==> src/rtl/mfclk_pkg.sv <==
package mfclk_pkg;
    typedef enum logic {
        SRC_REF  = 1'b0,
        SRC_SYNC = 1'b1
    } src_e;
endpackage

==> src/rtl/mfclk_edge.sv <==
// Registers W asynchronous levels and flags a rising transition of each.
module mfclk_edge #(
    parameter int W = 2
) (
    input  logic         clk,
    input  logic         rst_n,
    input  logic [W-1:0] lvl_in,
    output logic [W-1:0] rise
);
    typedef struct packed {
        logic [W-1:0] cur;
        logic [W-1:0] prev;
    } edge_st_t;

    edge_st_t st_d, st_q;

    always_comb begin
        st_d      = st_q;
        st_d.cur  = lvl_in;
        st_d.prev = st_q.cur;
    end

    always_ff @(posedge clk or negedge rst_n) begin
        if (!rst_n) st_q <= '0;
        else        st_q <= st_d;
    end

    for (genvar g = 0; g < W; g++) begin : g_rise
        assign rise[g] = st_q.cur[g] & ~st_q.prev[g];
    end
endmodule

==> src/rtl/mfclk_delay.sv <==
// Fixed programmable delay from a trigger to a restart strobe.
module mfclk_delay #(
    parameter int DW = 8
) (
    input  logic          clk,
    input  logic          rst_n,
    input  logic          trig,
    input  logic [DW-1:0] cfg_delay,
    output logic          fire
);
    typedef struct packed {
        logic          pend;
        logic [DW-1:0] cnt;
    } dly_st_t;

    dly_st_t st_d, st_q;
    logic    zero_dly;

    always_comb begin
        st_d     = st_q;
        zero_dly = (cfg_delay == '0);
        fire     = (trig && zero_dly) || (st_q.pend && st_q.cnt == DW'(1));
        if (st_q.pend) begin
            if (st_q.cnt <= DW'(1)) st_d.pend = 1'b0;
            else                    st_d.cnt  = st_q.cnt - DW'(1);
        end
        if (trig && !zero_dly) begin
            st_d.pend = 1'b1;
            st_d.cnt  = cfg_delay;
        end
    end

    always_ff @(posedge clk or negedge rst_n) begin
        if (!rst_n) st_q <= '0;
        else        st_q <= st_d;
    end
endmodule

==> src/rtl/mfclk_counters.sv <==
// Frame and multiframe counters with boundary check on each restart strobe.
module mfclk_counters
    import mfclk_pkg::*;
#(
    parameter int FW = 5,
    parameter int KW = 5
) (
    input  logic          clk,
    input  logic          rst_n,
    input  logic          fire,
    input  src_e          src,
    input  logic          realign_en,
    input  logic [FW-1:0] cfg_frame_m1,
    input  logic [KW-1:0] cfg_mf_m1,
    output logic          frame_tick,
    output logic          mf_tick,
    output logic          phase_err
);
    typedef struct packed {
        logic [FW-1:0] fc;
        logic [KW-1:0] mc;
        logic          locked;
        logic          err;
    } cnt_st_t;

    cnt_st_t       st_d, st_q;
    logic          fr_end, mf_end, on_bnd;
    logic [FW-1:0] fc_adv;
    logic [KW-1:0] mc_adv;

    always_comb begin
        fr_end = (st_q.fc >= cfg_frame_m1);
        mf_end = (st_q.mc >= cfg_mf_m1);
        on_bnd = fr_end && mf_end;
        fc_adv = fr_end ? '0 : st_q.fc + FW'(1);
        mc_adv = !fr_end ? st_q.mc : (mf_end ? '0 : st_q.mc + KW'(1));

        st_d    = st_q;
        st_d.fc = fc_adv;
        st_d.mc = mc_adv;

        if (fire) begin
            if (src == SRC_SYNC) begin
                st_d.fc = '0;
            end else if (!st_q.locked) begin
                st_d.fc     = '0;
                st_d.mc     = '0;
                st_d.locked = 1'b1;
                st_d.err    = 1'b0;
            end else if (on_bnd) begin
                st_d.err = 1'b0;
            end else begin
                st_d.err = 1'b1;
                if (realign_en) begin
                    st_d.fc = '0;
                    st_d.mc = '0;
                end
            end
        end
    end

    always_ff @(posedge clk or negedge rst_n) begin
        if (!rst_n) st_q <= '0;
        else        st_q <= st_d;
    end

    assign frame_tick = (st_q.fc == '0);
    assign mf_tick    = frame_tick && (st_q.mc == '0);
    assign phase_err  = st_q.err;
endmodule

==> src/rtl/mfclk_align.sv <==
module mfclk_align
    import mfclk_pkg::*;
#(
    parameter int FW = 5,
    parameter int KW = 5,
    parameter int DW = 8
) (
    input  logic          clk,
    input  logic          rst_n,
    input  logic          ref_in,
    input  logic          sync_n,
    input  logic          sel_sync,
    input  logic          realign_en,
    input  logic [FW-1:0] cfg_frame_m1,
    input  logic [KW-1:0] cfg_mf_m1,
    input  logic [DW-1:0] cfg_delay,
    output logic          frame_tick,
    output logic          mf_tick,
    output logic          ref_mark,
    output logic          phase_err
);
    localparam int NSRC    = 2;
    localparam int IDX_REF = 0;
    localparam int IDX_SYN = 1;

    logic [NSRC-1:0] rise;
    logic            trig;
    logic            fire;
    src_e            src;

    assign src = src_e'(sel_sync);

    mfclk_edge #(.W(NSRC)) u_edge (
        .clk    (clk),
        .rst_n  (rst_n),
        .lvl_in ({sync_n, ref_in}),
        .rise   (rise)
    );

    assign ref_mark = rise[IDX_REF];
    assign trig     = (src == SRC_SYNC) ? rise[IDX_SYN] : rise[IDX_REF];

    mfclk_delay #(.DW(DW)) u_delay (
        .clk       (clk),
        .rst_n     (rst_n),
        .trig      (trig),
        .cfg_delay (cfg_delay),
        .fire      (fire)
    );

    mfclk_counters #(.FW(FW), .KW(KW)) u_cnt (
        .clk          (clk),
        .rst_n        (rst_n),
        .fire         (fire),
        .src          (src),
        .realign_en   (realign_en),
        .cfg_frame_m1 (cfg_frame_m1),
        .cfg_mf_m1    (cfg_mf_m1),
        .frame_tick   (frame_tick),
        .mf_tick      (mf_tick),
        .phase_err    (phase_err)
    );
endmodule

==> config.mk <==
export PLATFORM = sky130hd
export DESIGN_NAME = mfclk_align
export DESIGN_NICKNAME = d
export VERILOG_FILES = /design/src/rtl/mfclk_pkg.sv /design/src/rtl/mfclk_edge.sv /design/src/rtl/mfclk_delay.sv /design/src/rtl/mfclk_counters.sv /design/src/rtl/mfclk_align.sv
export SDC_FILE = /design/constraint.sdc
export NUM_CORES = 1
export LEC_CHECK = 0
export CORE_MARGIN = 5
export CORE_UTILIZATION = 54
export CTS_BUF_LIST = sky130_fd_sc_hd__clkbuf_2
export CTS_CLUSTER_DIAMETER = 100
export DETAILED_ROUTE_END_ITERATION = 8
export GPL_ROUTABILITY_DRIVEN = 0
export PLACE_DENSITY = 0.82
export SLEW_MARGIN = 40
export SYNTH_ARGS = -nofsm -noshare
export SYNTH_HDL_FRONTEND = slang
export SYNTH_SLANG_ARGS = --single-unit
export TNS_END_PERCENT = 5
==> constraint.sdc <==
create_clock -name clk -period 2.5 [get_ports clk]
set_input_delay 0.5 -clock clk [delete_from_list [all_inputs] [get_ports clk]]
set_output_delay 0.5 -clock clk [all_outputs]
set_load 0.005 [all_outputs]
==> impl_metrics.xml <==
<?xml version="1.0" encoding="UTF-8"?>
<metrics>
  <group name="setup_path">
    <metric name="worst-endpoint-arrival" unit="ns">1.84</metric>
    <metric name="reg2reg_depth" unit="">6</metric>
    <metric name="required" unit="ns">2.00</metric>
    <metric name="critical_setup_path_kind" unit="">reg2out</metric>
    <metric name="crit_path_start_kind" unit="">flop</metric>
    <metric name="crit_slowest_cell" unit="">sky130_fd_sc_hd__clkdlybuf4s50_1</metric>
    <metric name="crit_path_end_kind" unit="">output port</metric>
    <metric name="cp_cell_sequence" unit="">inv_1 &gt; ha_1 &gt; nor4b_4 &gt; buf_4 &gt; clkdlybuf4s50_1</metric>
    <metric name="worst-path-max-fanout" unit="">2</metric>
    <metric name="timing.critical_path.slowest_cell_delay" unit="ns">0.49</metric>
  </group>
  <group name="clock_network">
    <metric name="clock_tree.htree_level_count" unit="">1</metric>
    <metric name="clock_input_transition_at_the_sequential_cells_of_the_worst_setup_and_hold_paths" unit="ns">0.23</metric>
    <metric name="cts.hold.buffers_added" unit="">0</metric>
    <metric name="tritoncts" unit="">done</metric>
    <metric name="ctsLongestPathBuffers" unit="">2</metric>
    <metric name="numCtsBuffers" unit="">3</metric>
    <metric name="clkSinkCount" unit="">25</metric>
    <metric name="clock_insertion_delay_worst_skew" unit="ns">0.34</metric>
    <metric name="cts-root-buf" unit="">sky130_fd_sc_hd__clkbuf_2</metric>
  </group>
  <group name="global_routing">
    <metric name="grt_start_max_net_pins" unit="">26</metric>
    <metric name="globalRoute.totalOverflow" unit="">0</metric>
    <metric name="antenna_found_initial" unit="">0</metric>
    <metric name="grt_pass1_vias" unit="">1270</metric>
    <metric name="wire_length_of_the_first_global_routing_pass" unit="mm">5.47</metric>
    <metric name="track_usage" unit="">0.160</metric>
  </group>
  <group name="timing">
    <metric name="fin_clk_skew" unit="ns">0.00576</metric>
    <metric name="max_slew_margin" unit="">0.600</metric>
    <metric name="finalWorstPathRequiredPeriod" unit="ns">2.34</metric>
    <metric name="maxClockFrequency" unit="MHz">427</metric>
    <metric name="slew_viol_final" unit="">0</metric>
    <metric name="final-setup-viol-count" unit="">0</metric>
    <metric name="report.final.hold_viol_count" unit="">0</metric>
    <metric name="timing.final.crit_share" unit="">0.936</metric>
    <metric name="total_negative_setup_slacks" unit="ns">0</metric>
    <metric name="grt_setup_unrepaired" unit="">no</metric>
    <metric name="tightestPinTransition" unit="ns">0.594</metric>
  </group>
  <group name="floorplanning">
    <metric name="top_level_ports" unit="">28</metric>
    <metric name="floorplan.die.width" unit="um">63.5</metric>
    <metric name="floorplan.initialDensity" unit="">0.560</metric>
    <metric name="die_area" unit="um^2">4030</metric>
    <metric name="coreArea" unit="um^2">2760</metric>
    <metric name="row_count" unit="">19</metric>
    <metric name="fp.dieH" unit="um">63.5</metric>
  </group>
  <group name="logic_synthesis">
    <metric name="syn-cell-area" unit="um^2">1540</metric>
    <metric name="synth_area_leader_cell" unit="">sky130_fd_sc_hd__dfrtp_1</metric>
    <metric name="synth.avg_cell_area" unit="um^2">9.47</metric>
    <metric name="yosysSeqAreaShare" unit="">0.405</metric>
    <metric name="synth_enable_flop_cells" unit="">0</metric>
    <metric name="library_cells_used_by_synthesis" unit="">39</metric>
    <metric name="ys_async_sr_fraction" unit="">1.00</metric>
    <metric name="synthesis.nets" unit="">203</metric>
    <metric name="ys_top_cells_by_area" unit="">sky130_fd_sc_hd__dfrtp_1 41%, sky130_fd_sc_hd__ha_1 13%, sky130_fd_sc_hd__inv_1 4.4%</metric>
    <metric name="synth.top_cell.area_share" unit="">0.405</metric>
    <metric name="synth.yosys.warnings" unit="">0</metric>
    <metric name="synth_top_flop_cell" unit="">sky130_fd_sc_hd__dfrtp_1</metric>
    <metric name="ys_seq_elements" unit="">25</metric>
    <metric name="synthesis.instances" unit="">163</metric>
  </group>
  <group name="final_layout">
    <metric name="area.growth.synth_to_final" unit="%">24.6</metric>
    <metric name="number_of_nets_in_the_final_layout" unit="">239</metric>
    <metric name="post_route_cells_drive_above_1_share" unit="">0.106</metric>
    <metric name="mostFrequentLayoutCells" unit="">26 x sky130_fd_sc_hd__clkdlybuf4s50_1, 25 x sky130_fd_sc_hd__dfrtp_1, 18 x sky130_fd_sc_hd__inv_1</metric>
    <metric name="antennaDiodeCount" unit="">0</metric>
    <metric name="mostFrequentLayoutCell" unit="">sky130_fd_sc_hd__clkdlybuf4s50_1</metric>
    <metric name="core_util_final" unit="">0.698</metric>
    <metric name="layout_filler_cell_count" unit="">212</metric>
  </group>
  <group name="power">
    <metric name="p_leak" unit="nW">0.903</metric>
    <metric name="vdd.ir_drop.worst" unit="mV">0.658</metric>
    <metric name="p_per_area" unit="nW/um^2">963</metric>
  </group>
  <group name="worst_hold_path">
    <metric name="min-delay-path-class" unit="">reg2reg</metric>
    <metric name="hold-path-cell-count" unit="">0</metric>
  </group>
  <group name="route">
    <metric name="drt_first_iter_violations" unit="">35</metric>
    <metric name="num_vias" unit="">1278</metric>
    <metric name="wl_per_cell" unit="um">13.3</metric>
    <metric name="wirelength" unit="mm">3.04</metric>
    <metric name="detailedRoute.firstPassIterationCount" unit="">4</metric>
    <metric name="avgViaCountPerCell" unit="">5.58</metric>
    <metric name="post_detailed_route_drc_marker_count" unit="">0</metric>
    <metric name="ant_nets" unit="">0</metric>
  </group>
  <group name="flow_run">
    <metric name="max_cap_violations" unit="">0</metric>
  </group>
  <group name="place">
    <metric name="port_buffers" unit="">27</metric>
    <metric name="placed_wire_length_estimate_after_detailed_placement" unit="mm">2.36</metric>
  </group>
  <group name="outcome">
    <metric name="status" unit="">complete, no violations</metric>
  </group>
</metrics>
[metal layers]
metal	track usage	wire, um	part of all wire	up-vias
li1	-	-	-	640
met1	0.208	1430	0.47	599
met2	0.269	1430	0.47	35
met3	0.0355	161	0.053	4
met4	0.0390	18	0.0059	0
met5	0	0	0	-
[final timing paths]
check                      slack, ns                  endpoint                      from
max reg2reg                     0.59   u_cnt.st_q[6]$_DFF_PN0_   u_cnt.st_q[9]$_DFF_PN0_
max                             0.16                frame_tick   u_cnt.st_q[7]$_DFF_PN0_
min in group asynchronous       0.47   u_cnt.st_q[5]$_DFF_PN0_                     rst_n
min                             0.41  u_edge.st_q[1]$_DFF_PN0_  u_edge.st_d[1]$_DFF_PN0_
max in group asynchronous       1.80  u_cnt.st_q[11]$_DFF_PN0_                     rst_n
min reg2reg                     0.41  u_edge.st_q[1]$_DFF_PN0_  u_edge.st_d[1]$_DFF_PN0_
[synth_stat cells, types with 3 or more instances]
cell and n:
sky130_fd_sc_hd__inv_1 18, sky130_fd_sc_hd__a31oi_1 4, sky130_fd_sc_hd__dfrtp_1 25, sky130_fd_sc_hd__a21oi_1 7, sky130_fd_sc_hd__ha_1 16, sky130_fd_sc_hd__nand3_1 13, sky130_fd_sc_hd__nand4_1 3, sky130_fd_sc_hd__nor2_1 12
sky130_fd_sc_hd__nand2_1 15, sky130_fd_sc_hd__xor2_1 5, sky130_fd_sc_hd__o21ai_0 8, sky130_fd_sc_hd__xnor2_1 3
[logic make-up after synthesis]
family / share of synthesized area
AO/OA/AOI/OAI: 0.139
XOR/XNOR: 0.0454
adder cells (fa/ha/maj): 0.130
buffers and inverters: 0.0462
flip-flops: 0.405
multiplexers: 0.0146
AND/OR/NAND/NOR: 0.220
[flip-flops by register name, summed over array words and instances (netlist names)]
name	cells
u_cnt.phase_err	1
u_cnt.st_q	11
u_delay.st_q	9
u_edge.st_d	2
u_edge.st_q	2
[area by class of cell]
cell class | count | area [um^2] | share of cell area
inverters | 18 | 67.6 | 0.0351
flip-flops and latches | 25 | 626 | 0.325
clock inverters | 1 | 5.00 | 0.00260
repair buffers | 32 | 310 | 0.161
well taps | 31 | 38.8 | 0.0202
clock buffers | 3 | 15.0 | 0.00780
multi-input cells | 119 | 862 | 0.448
[worst max-delay path, delay by kind of cell (launching register included)]
kind | cells | cell delay, ns
and+or+nand+nor | 1 | 0.21
adders and majority gates | 1 | 0.15
buffers and inverters | 3 | 0.72
DFF | 1 | 0.43
[repair_timing]
item                       in CTS  in global routing
setup endpoints to repair       2                  1
pin swaps                       0                  1
buffers inserted                1                  2
resized for setup               1                  2
[stage by stage]
stage / setup WS [ns] / power, mW / cell area (um^2) / hold slack [ns] / cells
6_report: 0.160 / 1.85 / 1920 / 0.413 / 229
5_1_grt: 0.0386 / 2.05 / 1920 / 0.439 / 229
4_1_cts: 0.00991 / 1.82 / 1900 / 0.416 / 227
3_5_place_dp: 0.126 / 1.64 / 1860 / 0.368 / 222
3_3_place_gp: 0.131 / 1.60 / 1860 / 0.363 / 222
2_1_floorplan: 0.657 / 1.37 / 1540 / 0.204 / 163
[power by group]
group	internal [mW]	switching, mW	total (mW)	leakage [nW]
logic	0.475	0.475	0.949	0.592
clock network	0.0363	0.118	0.155	0.0164
registers	0.567	0.183	0.750	0.295
Power figures use the tool's default switching activity.
